**src/rtl/dss_pkg.sv**
```systemverilog
package dss_pkg;

    typedef enum logic [2:0] {
        ST_IDLE,
        ST_SETUP,
        ST_HIGH,
        ST_LOW,
        ST_HOLD,
        ST_STROBE,
        ST_FIN
    } seq_state_e;

    // Whole cycles covering t_ns at a clock period of per_ns, never below one.
    function automatic int ns_to_cycles(input int t_ns, input int per_ns);
        int c;
        c = (t_ns + per_ns - 1) / per_ns;
        if (c < 1) c = 1;
        return c;
    endfunction

    function automatic int imax(input int a, input int b);
        return (a > b) ? a : b;
    endfunction

endpackage

```
**src/rtl/dss_frame_pack.sv**
```systemverilog
module dss_frame_pack #(
    parameter int DATA_W  = 12,
    parameter int FRAME_W = DATA_W + 4
) (
    input  logic [1:0]         chan,
    input  logic [DATA_W-1:0]  data,
    input  logic               all_off,
    input  logic               chan_off,
    input  logic               short_sel,
    output logic [FRAME_W-1:0] frame
);
    localparam int SHORT_W = DATA_W - 2;

    logic [FRAME_W-1:0] long_word;
    logic [FRAME_W-1:0] short_word;

    // Control field first, data word last, so the control bits lead on the wire.
    assign long_word  = {all_off, chan_off, chan, data};
    assign short_word = {2'b00, all_off, chan_off, chan, data[SHORT_W-1:0]};

    always_comb begin
        frame = short_sel ? short_word : long_word;
    end

endmodule

```
**src/rtl/dss_timer.sv**
```systemverilog
module dss_timer #(
    parameter int W = 4
) (
    input  logic         clk,
    input  logic         rst_n,
    input  logic         load,
    input  logic [W-1:0] load_val,
    output logic         expired
);
    logic [W-1:0] cnt_d, cnt_q;

    always_comb begin
        cnt_d = cnt_q;
        if (load) begin
            cnt_d = load_val;
        end else if (cnt_q != '0) begin
            cnt_d = cnt_q - 1'b1;
        end
    end

    always_ff @(posedge clk or negedge rst_n) begin
        if (!rst_n) cnt_q <= '0;
        else        cnt_q <= cnt_d;
    end

    assign expired = (cnt_q == '0);

endmodule

```
**src/rtl/dac_serial_seq.sv**
```systemverilog
module dac_serial_seq
    import dss_pkg::*;
#(
    parameter int SYS_CLK_NS   = 20,
    parameter int DATA_W       = 12,
    parameter int T_CSS_NS     = 10,
    parameter int T_CH_NS      = 45,
    parameter int T_CL_NS      = 45,
    parameter int T_SCK_MIN_NS = 91,
    parameter int T_CSH_NS     = 20,
    parameter int T_LDW_NS     = 45,
    parameter int T_LDH_NS     = 20
) (
    input  logic              clk,
    input  logic              rst_n,
    input  logic              cmd_valid,
    input  logic [1:0]        cmd_chan,
    input  logic [DATA_W-1:0] cmd_data,
    input  logic              cmd_all_off,
    input  logic              cmd_chan_off,
    input  logic              cmd_short,
    input  logic              cmd_load,
    output logic              busy,
    output logic              done,
    output logic              dac_cs_n,
    output logic              dac_sck,
    output logic              dac_sdi,
    output logic              dac_ld_n
);
    localparam int FRAME_W = DATA_W + 4;
    localparam int BIT_W   = $clog2(FRAME_W + 1);

    // Phase lengths in system cycles, all rounded up.
    localparam int CSS_C   = ns_to_cycles(T_CSS_NS, SYS_CLK_NS);
    localparam int CH_C    = ns_to_cycles(T_CH_NS, SYS_CLK_NS);
    localparam int CL_RAW  = ns_to_cycles(T_CL_NS, SYS_CLK_NS);
    localparam int PER_C   = ns_to_cycles(T_SCK_MIN_NS, SYS_CLK_NS);
    localparam int CL_C    = imax(CL_RAW, PER_C - CH_C);
    localparam int SETUP_C = imax(CSS_C, CL_C);
    localparam int CSH_C   = ns_to_cycles(T_CSH_NS, SYS_CLK_NS);
    localparam int LD_C    = imax(ns_to_cycles(T_LDW_NS, SYS_CLK_NS),
                                  ns_to_cycles(T_LDH_NS, SYS_CLK_NS));
    localparam int MAX_C   = imax(imax(SETUP_C, CH_C), imax(imax(CL_C, CSH_C), LD_C));
    localparam int TMR_W   = $clog2(MAX_C + 1);

    typedef struct packed {
        seq_state_e         st;
        logic [FRAME_W-1:0] shreg;
        logic [BIT_W-1:0]   bits_left;
        logic               cs_n;
        logic               sck;
        logic               sdo;
        logic               ld_n;
        logic               done;
        logic               ld_req;
    } seq_t;

    seq_t s_d, s_q;

    logic [FRAME_W-1:0] frame;
    logic               tmr_load;
    logic [TMR_W-1:0]   tmr_val;
    logic               tmr_zero;

    dss_frame_pack #(
        .DATA_W  (DATA_W),
        .FRAME_W (FRAME_W)
    ) u_pack (
        .chan      (cmd_chan),
        .data      (cmd_data),
        .all_off   (cmd_all_off),
        .chan_off  (cmd_chan_off),
        .short_sel (cmd_short),
        .frame     (frame)
    );

    dss_timer #(
        .W (TMR_W)
    ) u_timer (
        .clk      (clk),
        .rst_n    (rst_n),
        .load     (tmr_load),
        .load_val (tmr_val),
        .expired  (tmr_zero)
    );

    always_comb begin
        s_d      = s_q;
        s_d.done = 1'b0;
        tmr_load = 1'b0;
        tmr_val  = '0;
        unique case (s_q.st)
            ST_IDLE: begin
                if (cmd_valid) begin
                    s_d.st        = ST_SETUP;
                    s_d.cs_n      = 1'b0;
                    s_d.sdo       = frame[FRAME_W-1];
                    s_d.shreg     = frame << 1;
                    s_d.bits_left = BIT_W'(FRAME_W);
                    s_d.ld_req    = cmd_load;
                    tmr_load      = 1'b1;
                    tmr_val       = TMR_W'(SETUP_C - 1);
                end
            end
            ST_SETUP, ST_LOW: begin
                if (tmr_zero) begin
                    s_d.st        = ST_HIGH;
                    s_d.sck       = 1'b1;
                    s_d.bits_left = s_q.bits_left - 1'b1;
                    tmr_load      = 1'b1;
                    tmr_val       = TMR_W'(CH_C - 1);
                end
            end
            ST_HIGH: begin
                if (tmr_zero) begin
                    s_d.sck  = 1'b0;
                    tmr_load = 1'b1;
                    if (s_q.bits_left == '0) begin
                        s_d.st  = ST_HOLD;
                        tmr_val = TMR_W'(CSH_C - 1);
                    end else begin
                        s_d.st    = ST_LOW;
                        s_d.sdo   = s_q.shreg[FRAME_W-1];
                        s_d.shreg = s_q.shreg << 1;
                        tmr_val   = TMR_W'(CL_C - 1);
                    end
                end
            end
            ST_HOLD: begin
                if (tmr_zero) begin
                    s_d.cs_n = 1'b1;
                    if (s_q.ld_req) begin
                        s_d.st   = ST_STROBE;
                        s_d.ld_n = 1'b0;
                        tmr_load = 1'b1;
                        tmr_val  = TMR_W'(LD_C - 1);
                    end else begin
                        s_d.st = ST_FIN;
                    end
                end
            end
            ST_STROBE: begin
                if (tmr_zero) begin
                    s_d.st   = ST_FIN;
                    s_d.ld_n = 1'b1;
                end
            end
            ST_FIN: begin
                s_d.st   = ST_IDLE;
                s_d.done = 1'b1;
            end
            default: s_d.st = ST_IDLE;
        endcase
    end

    always_ff @(posedge clk or negedge rst_n) begin
        if (!rst_n) begin
            s_q.st        <= ST_IDLE;
            s_q.shreg     <= '0;
            s_q.bits_left <= '0;
            s_q.cs_n      <= 1'b1;
            s_q.sck       <= 1'b0;
            s_q.sdo       <= 1'b0;
            s_q.ld_n      <= 1'b1;
            s_q.done      <= 1'b0;
            s_q.ld_req    <= 1'b0;
        end else begin
            s_q <= s_d;
        end
    end

    assign busy     = (s_q.st != ST_IDLE);
    assign done     = s_q.done;
    assign dac_cs_n = s_q.cs_n;
    assign dac_sck  = s_q.sck;
    assign dac_sdi  = s_q.sdo;
    assign dac_ld_n = s_q.ld_n;

endmodule

```
**config.mk**
```make
export PLATFORM = sky130hd
export DESIGN_NAME = dac_serial_seq
export DESIGN_NICKNAME = d
export VERILOG_FILES = /design/src/rtl/dss_pkg.sv /design/src/rtl/dss_frame_pack.sv /design/src/rtl/dss_timer.sv /design/src/rtl/dac_serial_seq.sv
export SDC_FILE = /design/constraint.sdc
export NUM_CORES = 1
export LEC_CHECK = 0
export BUFFER_PORTS_ARGS = -buffer_cell sky130_fd_sc_hd__buf_4
export CAP_MARGIN = 20
export CORE_MARGIN = 8
export CORE_UTILIZATION = 51
export CTS_BUF_LIST = sky130_fd_sc_hd__clkbuf_16
export DETAILED_ROUTE_END_ITERATION = 7
export PLACE_DENSITY_LB_ADDON = 0.08
export SLEW_MARGIN = 20
export SYNTH_ARGS = -nofsm -noshare
export SYNTH_HDL_FRONTEND = slang
export SYNTH_HIERARCHICAL = 1
export SYNTH_SLANG_ARGS = --single-unit
```
**constraint.sdc**
```tcl
create_clock -name clk -period 1.75 [get_ports clk]
set_clock_uncertainty 0.05 [all_clocks]
set_input_delay 0.0875 -clock clk [delete_from_list [all_inputs] [get_ports clk]]
set_output_delay 0.0875 -clock clk [all_outputs]
set_load 0.1 [all_outputs]
```
=== Word level (Yosys, flattened, before mapping) ===
Cells that the tools add are included.

* Logic and storage cells: 83
* Register bits: 32

* Muxes and demuxes: 38
* Equal/unequal tests: 13
* Add/sub/neg operators: 2
* Reduce and logical (&&, ||, !) cells: 20

{| class="wikitable"
|+ Operators by type and width
! kind !! number
|-
| $mux W16 || 2
|-
| $pmux W16 S2 || 1
|-
| $mux W25 || 1
|-
| $mux W2 || 10
|-
| $mux W19 || 1
|-
| $pmux W3 S5 || 1
|-
| $ne A2 B2 Y1 const B || 7
|-
| $reduce_bool A2 Y1 || 7
|-
| $mux W3 || 4
|-
| $mux W1 || 10
|-
| $pmux W5 S2 || 1
|-
| $eq A3 B3 Y1 const B || 3
|-
| $reduce_and A3 Y1 || 3
|-
| $pmux W1 S2 || 4
|-
| $pmux W2 S4 || 1
|-
| $reduce_and A4 Y1 || 2
|-
| $eq A3 B2 Y1 const B || 2
|-
| $logic_not A5 Y1 || 1
|-
| $mux W5 || 1
|-
| $reduce_and A5 Y1 || 1
|-
| $sub A5 B1 Y5 const B || 1
|-
| $eq A3 B1 Y1 const B || 1
|-
| $logic_not A3 Y1 || 1
|-
| $pmux W1 S3 || 1
|-
| 6 further kinds || 6
|}

=== Depth between registers and ports, before layout ===
Gate-level depths: netlist of the first run.

* Depth in word-level cells: 5
* Depth in mapped cells: 8

=== Hierarchy ===
Netlist of the first run, hierarchy kept.

{| class="wikitable"
|+ By module, submodules not included
! module !! area each (sq um) !! cells an instance !! sequential area each (sq um) !! times used
|-
| dac_serial_seq || 1639.1 || 150 || 728.2 || 1
|-
| dss_frame_pack || 137.6 || 16 || 0.0 || 1
|-
| dss_timer || 113.9 || 12 || 50.0 || 1
|}

=== Worst setup path before layout of the first run ===
OpenSTA, ideal clock, no wires.

* Path type: flip-flop to flip-flop
* Start: register s_q[6] (netlist bit)
* End: register u_timer.cnt_q[1]
* Period minus slack after synthesis: 1.936 ns
* Data required time: 1.576 ns
* Cell stages (with the launch flop): 9
* Arrival: 1.762 ns
* Setup slack: -0.186 ns
* Path through: dfrtp_1 inv_1 ha_1 or4b_4 nand2_4 o21ai_0 a21o_1 or2b_1 o31a_1

* Word-level cells in the longest chain between the ends: 5

{| class="wikitable"
|+ RTL lines
! what !! line !! source
|-
| start, declared || dac_serial_seq.sv:58 || <nowiki>seq_t s_d, s_q;</nowiki>
|-
| $logic_not A5 Y1 || dac_serial_seq.sv:118 || <nowiki>if (s_q.bits_left == '0) begin</nowiki>
|-
| $mux W2 || dac_serial_seq.sv:118 ||
|-
| $mux W2 || dac_serial_seq.sv:115 || <nowiki>if (tmr_zero) begin</nowiki>
|-
| $pmux W2 S4 || dac_serial_seq.sv:92 || <nowiki>unique case (s_q.st)</nowiki>
|-
| net tmr_val[1] || dac_serial_seq.sv:62 || <nowiki>logic [TMR_W-1:0] tmr_val;</nowiki>
|-
| $mux W2 || dss_timer.sv:14 || <nowiki>if (load) begin</nowiki>
|-
| end signal, assigned || dss_timer.sv:23 || <nowiki>else cnt_q <= cnt_d;</nowiki>
|-
| end, declared || dss_timer.sv:10 || <nowiki>logic [W-1:0] cnt_d, cnt_q;</nowiki>
|}

The timed path passes the listed nets, and every way through them passes these cells.
A chain may end at the register's enable or synchronous reset.

=== Worst setup path after layout of the first run ===
* Start: register s_q[7] (netlist bit)
* End: register u_timer.cnt_q[1]

Same word-level chain as after synthesis.

==> impl_metrics.py, run 1 <==
metrics = {
    "timing": {
        "fin_crit_sh": 1.05,
        "slew_headroom": 0.657,
        "worst_pin_slew_ns": 0.508,
        "fmax_mhz": 542,
        "finalSetupViolCount": 3,
        "grt_setup_unrepaired": "yes",
        "period_needed_ns": 1.84,
        "finalHoldViolations": 0,
        "finalWorstSetupSlack_ns": -0.0946,
        "slew_violations": 0,
    },
    "logic_synthesis": {
        "synthArstFlopShare": 1.00,
        "synth.most_common_cell": "dfrtp_1",
        "synth_common_cells": "dfrtp_1, o22ai_1, buf_4",
        "synth_top_area_share": 0.384,
        "yosys.area.top_type": "dfrtp_1",
        "synthesis.area_sq_mm": 0.00189,
        "ys_top_cells_by_area": "dfrtp_1, a2bb2oi_2, o22ai_1, buf_4, a22o_1",
        "ys_seq_area_frac": 0.412,
        "syn-num-nets": 201,
        "synth_flop_cell": "dfrtp_1",
        "synth_cell_types": 45,
        "netlist_instances": 178,
        "ys_ff_latch": 31,
        "synth_warnings": 6,
        "avgSynthCellArea_sq_um": 10.6,
        "synth-edff-count": 0,
    },
    "power_and_ir_drop": {
        "pwr-share-seq": 0.265,
        "switching_share": 0.407,
        "pwr-share-comb": 0.572,
        "p_sw_uw": 1970,
        "p_leak_uw": 0.00104,
        "power.share.clock": 0.163,
        "powerDensity_mw_per_mm2": 2000,
        "internal-power_uw": 2870,
        "ir_drop_mv": 1.53,
        "power_uw": 4840,
    },
    "setup_path": {
        "path_cells": "inv_2, ha_4, or4b_4, nand2_4, o21ai_1, a21o_1, or2b_1, o31a_1",
        "critPathCaptureType": "flop",
        "worstSetupPathType": "reg -> reg",
        "endpoint": "u_timer/cnt_q[1]",
        "cp_slowest_cell": "or4b_4",
        "r2r_cells": 8,
        "cp_num_buf_inv": 1,
        "crit_required_ns": 1.85,
        "max_stage_delay_ns": 0.47,
        "path_depth": 8,
        "crit_start": "s_q[7]",
        "regToRegSetupSlack_ns": -0.09,
        "r2r-end": "u_timer/cnt_q[1]",
        "cp_top_family": "simple AND/OR/NAND/NOR gates",
        "worstPathArrival_ns": 1.95,
        "path_max_fanout": 3,
        "cp-start-kind": "flop",
        "r2r-start": "s_q[7]",
    },
    "placed_design": {
        "numPlacedInstances": 254,
        "dp_hpwl_microns": 3060,
        "portBuffers": 26,
        "pre_cts_ws_ns": -0.0976,
        "globalplace.congestion": 0.869,
        "placed_area_sq_mm": 0.00221,
    },
    "routing": {
        "vias_per_cell": 5.71,
        "routed_wl_microns": 4270,
        "wl_per_cell_microns": 15.9,
        "ant_nets": 0,
        "drcViolationCount": 0,
        "dr.first_iter.drc_count": 70,
        "dr.pass1.iters": 4,
        "vias": 1535,
    },
    "final_layout": {
        "nNetsFinal": 243,
        "fin_area_sq_mm": 0.00242,
        "stdcell_count": 269,
        "antenna_cells": 0,
        "syn2layout_area_growth_pct": 27.8,
        "utilization": 0.670,
        "drive_gt1_frac": 0.430,
    },
    "global_route": {
        "antenna_found_initial": 0,
        "grt_pass1_wl_microns": 7250,
        "grt_max_degree": 32,
        "grt_overflow": 0,
        "track_usage": 0.148,
        "grt_pass1_vias": 1603,
    },
    "floorplanning": {
        "core_sq_mm": 0.00361,
        "initial_utilization": 0.524,
        "dieWidth_microns": 76.9,
        "die_y_microns": 76.9,
        "io_pins": 27,
        "design.die.area_sq_mm": 0.00591,
        "num_rows": 22,
    },
    "clock_network": {
        "clk_latency_ns": 0.27,
        "clkSinkCount": 31,
        "cts_tree": "built",
        "numCtsBuffers": 5,
        "clock_path_buffers": 2,
        "cts_max_level": 2,
        "ctsRootBufferMaster": "clkbuf_16",
        "path_clk_slew_ns": 0.05,
    },
    "status": {
        "violations": "setup timing",
        "run_status": "finished with violations",
    },
    "worst_hold_path": {
        "worstHoldPathCells": 3,
        "hp-class": "in -> reg",
    },
    "job": {
        "cap_violations": 0,
    },
}
-- how the worst min path moves through the flow --
stage | start | endpoint
final | cmd_data[0] | s_q[12]
after global routing | cmd_data[0] | s_q[12]
after CTS | cmd_data[0] | s_q[12]
after detailed placement | rst_n | s_q[14]
after global placement | rst_n | s_q[14]
after floorplan | rst_n | dac_sck
-- cell type report --
| cell class | count | area (sq um) |
|---|---|---|
| Clock inverter | 3 | 11.3 |
| Fill cell | 282 | 1190 |
| Inverter | 6 | 22.5 |
| Tap cell | 48 | 60.1 |
| Multi-Input combinational cell | 119 | 981 |
| Timing Repair Buffer | 57 | 437 |
| Clock buffer | 5 | 125 |
| Sequential cell | 31 | 779 |
-- per-layer routing --
layer | vias up | global-route usage | wire [microns]
li1 | 737 | - | -
met5 | - | 0 | 0
met4 | 0 | 0.0692 | 74
met1 | 752 | 0.164 | 1840
met2 | 38 | 0.242 | 2100
met3 | 8 | 0.0583 | 256
-- cell usage in the layout (no fill, tap or decap), drive strengths merged, types with 2 or more instances in the layout --
cell,n
a21o,2
a21oi,7
a22o,7
a2bb2oi,15
and2,2
and2b,2
buf,55
clkbuf,5
clkinv,2
dfrtp,29
dfstp,2
dlygate4sd3,2
ha,2
inv,7
mux2,4
mux2i,4
nand2,11
nand2b,3
nor2,9
nor2b,2
nor3,4
nor4,2
nor4b,2
o21ai,8
o22ai,17
o2bb2ai,2
or3,2
or4b,2
-- worst min-delay path: stages --
cell and delay (ns):
buf_4 0.08, mux2i_1 0.05, o21ai_0 0.13
-- power groups by stage --
| stage | Clock (uW) | Sequential (uW) | Combinational, uW |
|---|---|---|---|
| 2_1_floorplan | 0 | 1500 | 1780 |
| 3_5_place_dp | 0 | 1290 | 2650 |
| 5_1_grt | 844 | 1310 | 3000 |
| 4_1_cts | 802 | 1280 | 2710 |
| 3_3_place_gp | 0 | 1270 | 2590 |
| 6_report | 787 | 1280 | 2770 |
-- metrics by stage --
stage                     hold slack [ns]  setup TNS, ns
after floorplan                    -0.258        -0.0914
after global placement            -0.0127        -0.0620
after detailed placement         -0.00903         -0.731
after CTS                          0.0552         -0.115
after global routing               0.0903          -1.15
final                              0.0603         -0.120
-- logic make-up after synthesis --
logic type	count (synthesis)	share of synthesized area
other	1	0.00198
buffers and inverters	28	0.0893
flip-flops	31	0.412
multiplexers	8	0.0450
XOR/XNOR	1	0.00463
AND/OR/NAND/NOR	44	0.153
adder cells (fa/ha/maj)	2	0.0132
AO/OA/AOI/OAI	63	0.281
-- registers in the layout (all words and copies together) (netlist names) --
| signal | count |
|---|---|
| dac_ld_n | 1 |
| s_q | 24 |
| dac_sck | 1 |
| u_timer/cnt_q | 2 |
| dac_cs_n | 1 |
| done | 1 |
| dac_sdi | 1 |
-- timing repair --
| item | in CTS | in global routing |
|---|---|---|
| endpoints found under the hold margin | 30 | 0 |
| hold buffers | 2 | 0 |
| resized for setup | 1 | 2 |
| buffers inserted | 3 | 2 |
| pin swaps | 1 | 0 |
| endpoints found under the setup margin | 17 | 19 |
Power figures use the tool's default switching activity.
==> run 2: changes to the inputs <==
Settings changed: BUFFER_PORTS_ARGS -buffer_cell sky130_fd_sc_hd__buf_4 to not set, CORE_UTILIZATION 51 to 56, DONT_BUFFER_PORTS set to 1.
==> impl_metrics.py, run 2 (same netlist as run 1, synthesis figures left out) <==
metrics = {
    "setup_path": {
        "cp-start-kind": "flop",
        "path_cells": "inv_2, ha_4, or4b_4, nand2_4, o21ai_2, a21o_1, or2b_1, o31a_1",
        "r2r_cells": 8,
        "r2r-start": "s_q[7]",
        "cp_num_buf_inv": 1,
        "cp_slowest_cell": "or4b_4",
        "crit_required_ns": 1.86,
        "worstSetupPathType": "reg -> reg",
        "cp_top_family": "simple AND/OR/NAND/NOR gates",
        "worstPathArrival_ns": 1.93,
        "critPathCaptureType": "flop",
        "r2r-end": "u_timer/cnt_q[1]",
        "crit_start": "s_q[7]",
        "path_max_fanout": 3,
        "max_stage_delay_ns": 0.48,
        "regToRegSetupSlack_ns": -0.08,
    },
    "floorplanning": {
        "num_rows": 21,
        "initial_utilization": 0.576,
        "io_pins": 27,
        "core_sq_mm": 0.00328,
        "design.die.area_sq_mm": 0.00549,
        "die_y_microns": 74.1,
        "dieWidth_microns": 74.1,
    },
    "final_layout": {
        "syn2layout_area_growth_pct": 21.4,
        "final_common_cell": "dfrtp_1",
        "regArea_sq_um": 778,
        "final.fill_count": 251,
        "multi_input_area_sq_um": 985,
        "final_cell_mix": "dfrtp_1, buf_4, o22ai_1, nand2_1, a2bb2oi_2",
        "antenna_cells": 0,
        "top_register": "s_q",
        "largest_reg_flops": 24,
        "fin_area_sq_mm": 0.00229,
        "reg_top3": "s_q: 24 flops, u_timer/cnt_q: 2 flops",
        "nNetsFinal": 218,
        "drive_gt1_frac": 0.357,
    },
    "timing": {
        "fin_hold_ws_ns": 0.0112,
        "slew_violations": 0,
        "finalWorstSetupSlack_ns": -0.0771,
        "fmax_mhz": 547,
        "worst_pin_slew_ns": 0.628,
        "finalSetupViolCount": 15,
        "grt_setup_unrepaired": "yes",
        "finalHoldViolations": 0,
        "slew_headroom": 0.580,
        "fin_crit_sh": 1.04,
        "period_needed_ns": 1.83,
    },
    "clock_network": {
        "clock_path_buffers": 2,
        "ctsRootBufferMaster": "clkbuf_16",
        "path_clk_slew_ns": 0.05,
        "clk_latency_ns": 0.27,
        "cts_tree": "built",
        "cts_max_level": 2,
        "clkSinkCount": 31,
        "numCtsBuffers": 5,
    },
    "placed_design": {
        "placed_area_sq_mm": 0.00202,
        "portBuffers": 0,
        "globalplace.congestion": 0.877,
        "pre_cts_ws_ns": -0.114,
        "dp_hpwl_microns": 2900,
    },
    "global_route": {
        "grt_pass1_wl_microns": 7020,
        "grt_max_degree": 32,
        "track_usage": 0.163,
        "grt_overflow": 0,
        "antenna_found_initial": 0,
        "grt_pass1_vias": 1481,
    },
    "worst_hold_path": {
        "hp-class": "in -> reg",
        "whs_endpoint": "s_q[19]",
        "hold_start": "cmd_data[7]",
        "worstHoldPathCells": 2,
    },
    "job": {
        "cap_violations": 0,
    },
    "routing": {
        "dr.pass1.iters": 4,
        "routed_wl_microns": 4150,
        "vias": 1451,
        "dr.first_iter.drc_count": 64,
        "vias_per_cell": 6.00,
        "wl_per_cell_microns": 17.2,
        "ant_nets": 0,
        "drcViolationCount": 0,
    },
    "power_and_ir_drop": {
        "power_uw": 4940,
        "internal-power_uw": 2970,
        "powerDensity_mw_per_mm2": 2150,
        "p_sw_uw": 1970,
        "pwr-share-comb": 0.550,
        "pwr-share-seq": 0.258,
        "ir_drop_mv": 1.42,
        "power.share.clock": 0.192,
        "p_leak_uw": 0.000948,
        "switching_share": 0.398,
    },
    "status": {
        "run_status": "finished with violations",
        "violations": "setup timing",
    },
}
run 2: how the worst max path moves through the flow:
stage / to / cells past startpoint
finish: u_timer/cnt_q[1] / 8
global route: u_timer/cnt_q[1] / 8
CTS: u_timer/cnt_q[1] / 8
detailed placement: u_timer/cnt_q[1] / 8
global placement: u_timer/cnt_q[1] / 8
floorplan: u_timer/cnt_q[1] / 8
run 2: layer usage:
| metal | track usage | up-vias | wire length (microns) |
|---|---|---|---|
| li1 | - | 686 | - |
| met1 | 0.196 | 723 | 1870 |
| met2 | 0.269 | 38 | 1930 |
| met3 | 0.0526 | 4 | 301 |
| met4 | 0.0532 | 0 | 42 |
| met5 | 0 | - | 0 |
run 2: layout make-up:
type | instances | share of cell area
clock buffers | 5 | 0.0545
clock inverters | 3 | 0.0169
inverters | 6 | 0.00981
multi-input cells | 119 | 0.429
flip-flops and latches | 31 | 0.339
well taps | 46 | 0.0251
repair buffers | 32 | 0.125
run 2: worst reg2reg max path: cells and delay by family, from the launching register on:
kind	cells	cell delay (ns)
fa+ha+maj	1	0.13
compound gates	3	0.29
buf+inv	1	0.08
simple gates	3	0.78
flops	1	0.38
run 2: metrics by stage:
| stage | util | setup TNS, ns | instances |
|---|---|---|---|
| after floorplan | - | -0.0914 | 178 |
| after global placement | 0.616 | -0.0876 | 226 |
| after detailed placement | 0.616 | -0.427 | 226 |
| after CTS | 0.699 | -0.310 | 242 |
| after global routing | 0.699 | -1.59 | 242 |
| final | 0.699 | -0.349 | 242 |
run 2: power groups by stage:
stage | combinational [uW] | sequential [uW] | clock, uW
after floorplan | 1780 | 1500 | 0
after global placement | 2500 | 1270 | 0
after detailed placement | 2570 | 1280 | 0
after CTS | 2710 | 1270 | 970
after global routing | 2920 | 1320 | 1000
final | 2720 | 1280 | 948
run 2: timing repair:
item / 4_1_cts / 5_1_grt
hold endpoints to repair: 34 / 0
hold buffers: 5 / 0
gates resized for setup: 2 / 0
pin swaps: 2 / 1
cloned: 0 / 0
endpoints found under the setup margin: 15 / 18
buffers inserted: 3 / 0
